$ cat src/rtl/chain_pipe.sv
module chain_pipe #(
  parameter int W  = 16,
  parameter int N  = 4,
  parameter int KW = 8,
  localparam int IW = (N > 1) ? $clog2(N) : 1,
  localparam int SW = $clog2(W)
) (
  input  logic          clk,
  input  logic          rst_n,
  input  logic          in_valid,
  output logic          in_ready,
  input  logic [W-1:0]  in_data,
  input  logic          in_last,
  output logic          out_valid,
  input  logic          out_ready,
  output logic [W-1:0]  out_data,
  output logic          out_last,
  input  logic          cfg_we,
  input  logic [IW-1:0] cfg_sel,
  input  logic [2:0]    cfg_op,
  input  logic [KW-1:0] cfg_k
);

  function automatic logic [W-1:0] alu(input logic [2:0] o, input logic [KW-1:0] k,
                                       input logic [W-1:0] x);
    logic [W-1:0] kx;
    kx = {{(W-KW){1'b0}}, k};
    case (o)
      3'd1:    return x + kx;
      3'd2:    return x - kx;
      3'd3:    return x & kx;
      3'd4:    return x | kx;
      3'd5:    return x ^ kx;
      3'd6:    return x << k[SW-1:0];
      3'd7:    return x * kx;
      default: return x;
    endcase
  endfunction

  logic [N-1:0] vld, lst;
  logic [W-1:0] dat [N];
  logic adv, start, done, load, pass_on, closing;

  assign adv      = ~(vld[N-1] & ~out_ready);
  assign in_ready = adv & ~closing;
  assign start    = in_valid & in_ready;
  assign done     = vld[N-1] & lst[N-1] & out_ready;
  assign load     = done | (~pass_on & ~start);

  assign out_valid = vld[N-1];
  assign out_data  = dat[N-1];
  assign out_last  = lst[N-1];

  always_ff @(posedge clk) begin
    if (!rst_n) begin
      pass_on <= 1'b0;
      closing <= 1'b0;
    end else begin
      pass_on <= (pass_on & ~done) | start;
      closing <= (closing & ~done) | (start & in_last);
    end
  end

  for (genvar i = 0; i < N; i++) begin : g_st
    logic [W-1:0]  src, d_q;
    logic          sv, sl, v_q, l_q;
    logic [2:0]    op_sh, op_act, op_n;
    logic [KW-1:0] k_sh, k_act, k_n;
    logic          hit;

    if (i == 0) begin : g_head
      assign src = in_data;
      assign sv  = start;
      assign sl  = in_last;
    end else begin : g_tail
      assign src = dat[i-1];
      assign sv  = vld[i-1];
      assign sl  = lst[i-1];
    end

    assign hit  = cfg_we && (cfg_sel == IW'(i));
    assign op_n = hit ? cfg_op : op_sh;
    assign k_n  = hit ? cfg_k  : k_sh;

    always_ff @(posedge clk) begin
      if (!rst_n) begin
        v_q    <= 1'b0;
        l_q    <= 1'b0;
        d_q    <= '0;
        op_sh  <= '0;
        op_act <= '0;
        k_sh   <= '0;
        k_act  <= '0;
      end else begin
        if (adv) begin
          v_q <= sv;
          if (sv) begin
            d_q <= alu(op_act, k_act, src);
            l_q <= sl;
          end
        end
        op_sh <= op_n;
        k_sh  <= k_n;
        if (load) begin
          op_act <= op_n;
          k_act  <= k_n;
        end
      end
    end

    assign vld[i] = v_q;
    assign lst[i] = l_q;
    assign dat[i] = d_q;
  end

endmodule

$ cat config.mk
export PLATFORM = sky130hd
export DESIGN_NAME = chain_pipe
export DESIGN_NICKNAME = d
export VERILOG_FILES = /design/src/rtl/chain_pipe.sv
export SDC_FILE = /design/constraint.sdc
export NUM_CORES = 2
export LEC_CHECK = 0
export BUFFER_PORTS_ARGS = -buffer_cell sky130_fd_sc_hd__clkbuf_2
export CAP_MARGIN = 30
export CORE_MARGIN = 10
export CORE_UTILIZATION = 43
export DETAILED_ROUTE_END_ITERATION = 12
export HOLD_SLACK_MARGIN = 0.1
export MAX_ROUTING_LAYER = met4
export PLACE_DENSITY_LB_ADDON = 0.12
export SETUP_SLACK_MARGIN = 0.1
export SLEW_MARGIN = 20
export SYNTH_ARGS = -nofsm -noshare
export SYNTH_HDL_FRONTEND = slang
export SYNTH_SLANG_ARGS = --single-unit
$ cat constraint.sdc
create_clock -name clk -period 5.7 [get_ports clk]
set_clock_uncertainty 0.15 [all_clocks]
set_input_delay 0.285 -clock clk [delete_from_list [all_inputs] [get_ports clk]]
set_output_delay 0.285 -clock clk [all_outputs]
set_load 0.02 [all_outputs]
Yosys cells after proc, flatten, opt, wreduce, memory -nomap -nowiden
Cells that the tools add are included.
W data, S select, Z words.
{"block": "totals", "wordCells": 128, "output_inout_bits": 19, "reg_bits": 162}
{"block": "classes", "n_bitwise": 30, "mul": 4, "n_mux": 12, "shift": 4, "n_reduce_logical": 9, "n_eq_ne": 31, "add_sub_neg": 8}
{"cell": "$pmux W16 S7", "count": 4}
{"cell": "$add A16 B8 Y16", "count": 4}
{"cell": "$and A16 B8 Y16", "count": 4}
{"cell": "$mul A16 B8 Y16", "count": 4}
{"cell": "$or A16 B8 Y16", "count": 4}
{"cell": "$shl A16 B4 Y16", "count": 4}
{"cell": "$sub A16 B8 Y16", "count": 4}
{"cell": "$xor A16 B8 Y16", "count": 4}
{"cell": "$eq A3 B3 Y1 const B", "count": 16}
{"cell": "$mux W8", "count": 4}
{"cell": "$eq A3 B2 Y1 const B", "count": 8}
{"cell": "$eq A3 B1 Y1 const B", "count": 4}
{"cell": "$mux W3", "count": 4}
{"cell": "$and A1 B1 Y1", "count": 9}
{"cell": "$reduce_and A2 Y1", "count": 4}
{"cell": "$not A1 Y1", "count": 6}
{"cell": "$eq A2 B2 Y1 const B", "count": 2}
{"cell": "$logic_and A1 B1 Y1", "count": 4}
{"cell": "$or A1 B1 Y1", "count": 3}
{"cell": "$eq A2 B1 Y1 const B", "count": 1}
{"cell": "$logic_not A2 Y1", "count": 1}

Depth between registers and ports, before layout
{"block": "depth", "ltp_word": 8, "ltp_mapped": 22, "depth_no_buf": 19}

Worst setup path after synthesis
No wires, ideal clock.
{"block": "synth_timing", "path_kind": "register to register", "from": "register g_st[2].k_act[2]", "to": "register g_st[2].d_q[15]", "slack_ns": 0.344, "setup_ns": 0.129, "synth_period_minus_slack_ns": 5.356, "arrival_time_ns": 5.078, "stages_incl_launch_ff": 21, "cell_sequence": "dfxtp_1 > clkbuf_1 > clkbuf_1 > buf_1 > nand2_1 > fa_1 > fa_1 > inv_1 > fa_1 > inv_1 > fa_1 > inv_1 > ha_1 > and2_1 > a311oi_2 > o21ai_1 > a2111oi_2 > o21bai_1 > xnor2_1 > a221oi_1 > a211oi_1"}
{"block": "synth_via", "elab_chain_len": 2}
{"item": "from (decl)", "line_no": "68", "text": "logic [KW-1:0] k_sh, k_act, k_n;"}
{"item": "from (signal assigned)", "line_no": "106", "text": "k_act <= k_n;"}
{"item": "$mul A16 B8 Y16 (tied with other cells)", "line_no": "35", "text": "3'd7: return x * kx;"}
{"item": "$pmux W16 S7 (*)", "line_no": "28", "text": "case (o)"}
{"item": "to (signal assigned)", "line_no": "98", "text": "d_q <= alu(op_act, k_act, src);"}
{"item": "to (decl)", "line_no": "65", "text": "logic [W-1:0] src, d_q;"}
Mark *: on every way between the ends. The rest lies on a longest branch, timed or not.
A chain may end at the register's enable or synchronous reset.

Worst setup path in the final report
{"block": "layout_timing", "from": "register g_st[0].k_act[3]", "to": "register g_st[0].d_q[15]"}
{"block": "layout_via", "elab_chain_len": 2}
{"item": "from (decl)", "line_no": "68"}
{"item": "from (signal assigned)", "line_no": "106"}
{"item": "$mul A16 B8 Y16 (tied with other cells)", "line_no": "35"}
{"item": "$pmux W16 S7 (*)", "line_no": "28"}
{"item": "to (signal assigned)", "line_no": "98"}
{"item": "to (decl)", "line_no": "65"}
Marked as above.

==> results.yml <==
pwr:
  switching_power_mw: 2.69
  p_comb_frac: 0.555
  internal_power_mw: 3.11
  leakage_nw: 13.0
  p_total_mw: 5.80
  powerDensity_mw_per_mm2: 211
  swShare: 0.464
  p_seq_frac: 0.235
  power.share.clock: 0.211
  vdd_ir_drop_max_mv: 0.261
placement:
  gp_congestion: 0.956
  numPlacedInstances: 3935
  dpl.hpwl_mm: 71.3
  io_buffers: 53
detailed_routing:
  final_antenna_net_count: 0
  drc: 0
  vias: 23200
  wl_per_cell_um: 22.6
  wl_mm: 89.7
  drt_iter0_drc: 1995
  dr.pass1.iters: 6
  vias_per_cell: 5.83
die:
  core-area_mm2: 0.0588
  pin_count: 54
  die-area_mm2: 0.0693
  start_util: 0.433
  die_h_um: 263
  die_w_um: 263
  rows: 89
global_route:
  antenna_found_initial: 3
  grt_overflow: 0
  first_global_vias: 23600
  grt_max_degree: 110
  grt_usage: 0.263
  grt_first_pass_wirelength_mm: 141
clocking:
  clk_pin_slew_ns: 0.08
  htreeDepth: 4
  clock_latency_ns: 0.48
  cts_tree: "yes"
  clockRootBuffer: "clkbuf_16"
  clockBufferDepth: 2
  numCtsBuffers: 17
  cts.sinks: 162
sta:
  period_minus_slack_ns: 5.39
  hold_violations: 0
  final.setup.tns_ns: 0
  timing_worst_slew_pin_value_ns: 1.05
  maxClockFrequency_mhz: 186
  period_share: 0.946
  drv_slew: 0
  grt_setup_unrepaired: "yes"
  finalSetupViolations: 0
  slew_headroom: 0.298
hold_path:
  min_path_type: "input port to flip-flop"
setup_path:
  crit_path_frequent_cell: "fa_1"
  path_cells: "inv_1, buf_4, nor2_1, fa_1, fa_1, fa_1, inv_1, fa_1, inv_1, ha_1, a21o_1, a31o_2, a41oi_2, a21oi_1, or3_1, a21bo_1, a31oi_1"
  crit_path_top_delay_cell: "dfxtp_1"
  cp.required_ns: 5.96
  crit_arrival_ns: 5.65
  critPathLaunchType: "flip-flop"
  crit_type: "flip-flop to flip-flop"
  rrSetupSlack_ns: 0.31
  crit_fanout: 10
  cp-end-kind: "flip-flop"
  critPathMaxStageDelay_ns: 0.66
flow_run:
  drv_cap: 0
yosys:
  syn_area_per_cell_um2: 7.99
  synth_nets: 3697
  ys_async_sr_fraction: 0
  ys_ff_latch: 162
  synth_edf_count: 0
  synthFlopType: "dfxtp_1"
  synth_area_mm2: 0.0254
  synth-seq-area-share: 0.127
  synth.distinct_cells: 80
  yosysWarnings: 0
  syn_inst: 3186
final_layout:
  multi_input_area_mm2: 0.0202
  drive_gt1_frac: 0.0737
  final_cell_mix: "inv_1 (342), nor2_1 (328), nand2_1 (312)"
  instances_no_fill: 3977
  utilization: 0.467
  syn_to_final_growth_pct: 7.90
  n_fill_cell: 5988
  ff_latch_area_mm2: 0.00325
  final_common_cell: "inv_1"
  nets: 3700
status:
  status: "finished clean"
## kinds of logic after synthesis
family,count (synthesis),synth area share
simple gates,974,0.174
compound gates,745,0.201
buf+inv,542,0.0812
fa+ha+maj,479,0.307
flops,162,0.127
xor+xnor,155,0.0533
mux,129,0.0559
## flip-flops by register name (all words and copies together), names as in the netlist
name / count
closing: 1
g_st.d_q: 48
g_st.k_act: 32
g_st.k_sh: 32
g_st.l_q: 3
g_st.op_act: 12
g_st.op_sh: 12
g_st.v_q: 3
out_data: 16
out_last: 1
out_valid: 1
pass_on: 1
## critical path, delay by kind of cell, from the launching register on
family,cells,cell delay [ns]
AO/OA/AOI/OAI,6,1.21
adder cells (fa/ha/maj),5,2.29
buffers and inverters,4,0.49
flip-flops,1,0.66
AND/OR/NAND/NOR,2,0.53
## final timing paths
| kind | from | endpoint | cells past startpoint |
|---|---|---|---|
| setup / recovery | g_st[0].k_act[3]$_SDFFE_PN0P_ | g_st[0].d_q[15]$_SDFFE_PN0P_ | 17 |
| hold / removal | cfg_k[5] | g_st[0].k_sh[5]$_SDFF_PN0_ | 3 |
| setup reg to reg | g_st[0].k_act[3]$_SDFFE_PN0P_ | g_st[0].d_q[15]$_SDFFE_PN0P_ | 17 |
| hold reg to reg | out_data[6]$_SDFFE_PN0P_ | out_data[6]$_SDFFE_PN0P_ | 2 |
## power by group through the flow
stage,Clock [mW],Sequential [mW],Combinational (mW)
after floorplan,0,1.29,2.24
after global placement,0,1.38,3.14
after detailed placement,0,1.38,3.15
after CTS,1.25,1.36,3.18
after global routing,1.29,1.37,3.54
final,1.22,1.36,3.21
## cell type report
type                       instances  share of cell area
timing repair buffer             152              0.0385
inverter                         374              0.0514
clock buffer                      17              0.0155
antenna                            3            0.000273
clock inverter                    14             0.00656
multi-input combinational       2482               0.734
tap                              773              0.0352
sequential                       162               0.118
## Yosys cell counts (12+ instances only)
cell type	number	share of area
inv_1	342	0.050
nor2_1	328	0.048
nand2_1	312	0.046
fa_1	244	0.19
ha_1	232	0.11
a21oi_1	182	0.036
dfxtp_1	162	0.13
o21ai_0	135	0.027
clkbuf_1	123	0.018
xnor2_1	121	0.042
mux2i_1	105	0.041
and2_1	95	0.023
nor2b_1	70	0.017
nor3_1	46	0.0090
a211oi_1	45	0.013
o211a_1	44	0.017
nand3_1	41	0.0081
a21o_1	37	0.011
xor2_1	34	0.012
a21boi_0	33	0.0097
a221oi_1	33	0.011
o221ai_1	30	0.010
clkinv_1	27	0.0040
buf_2	26	0.0051
a31oi_1	25	0.0061
o22ai_1	24	0.0059
buf_1	19	0.0028
and3_1	18	0.0044
o211ai_1	17	0.0050
o21a_1	17	0.0050
nand2b_1	16	0.0039
mux2_2	15	0.0066
a211o_1	14	0.0048
o31a_1	14	0.0048
or3_1	14	0.0034
o21bai_1	12	0.0035
## metrics by stage
stage / setup WS (ns) / hold WS (ns) / area, um2
floorplan: 0.344 / 0.280 / 25400
global placement: 0.320 / 0.303 / 26700
detailed placement: 0.253 / 0.309 / 26700
CTS: 0.221 / 0.100 / 27400
global route: 0.0539 / 0.129 / 27500
finish: 0.309 / 0.110 / 27500
## layer usage
metal / up-vias / part of all wire / global-route usage / wire length, um
li1: 10800 / - / - / -
met1: 11500 / 0.46 / 0.348 / 40900
met2: 764 / 0.47 / 0.420 / 42100
met3: 102 / 0.052 / 0.0297 / 4640
met4: 0 / 0.023 / 0.0702 / 2070
met5: - / 0 / - / 0
## timing repair
item / in CTS / in global routing
hold endpoints to repair: 14 / 0
setup endpoints to repair: 0 / 4
buffers inserted: 0 / 0
resized for setup: 0 / 6
hold buffers: 8 / 0
No activity file was read; power rests on OpenSTA's default activity.
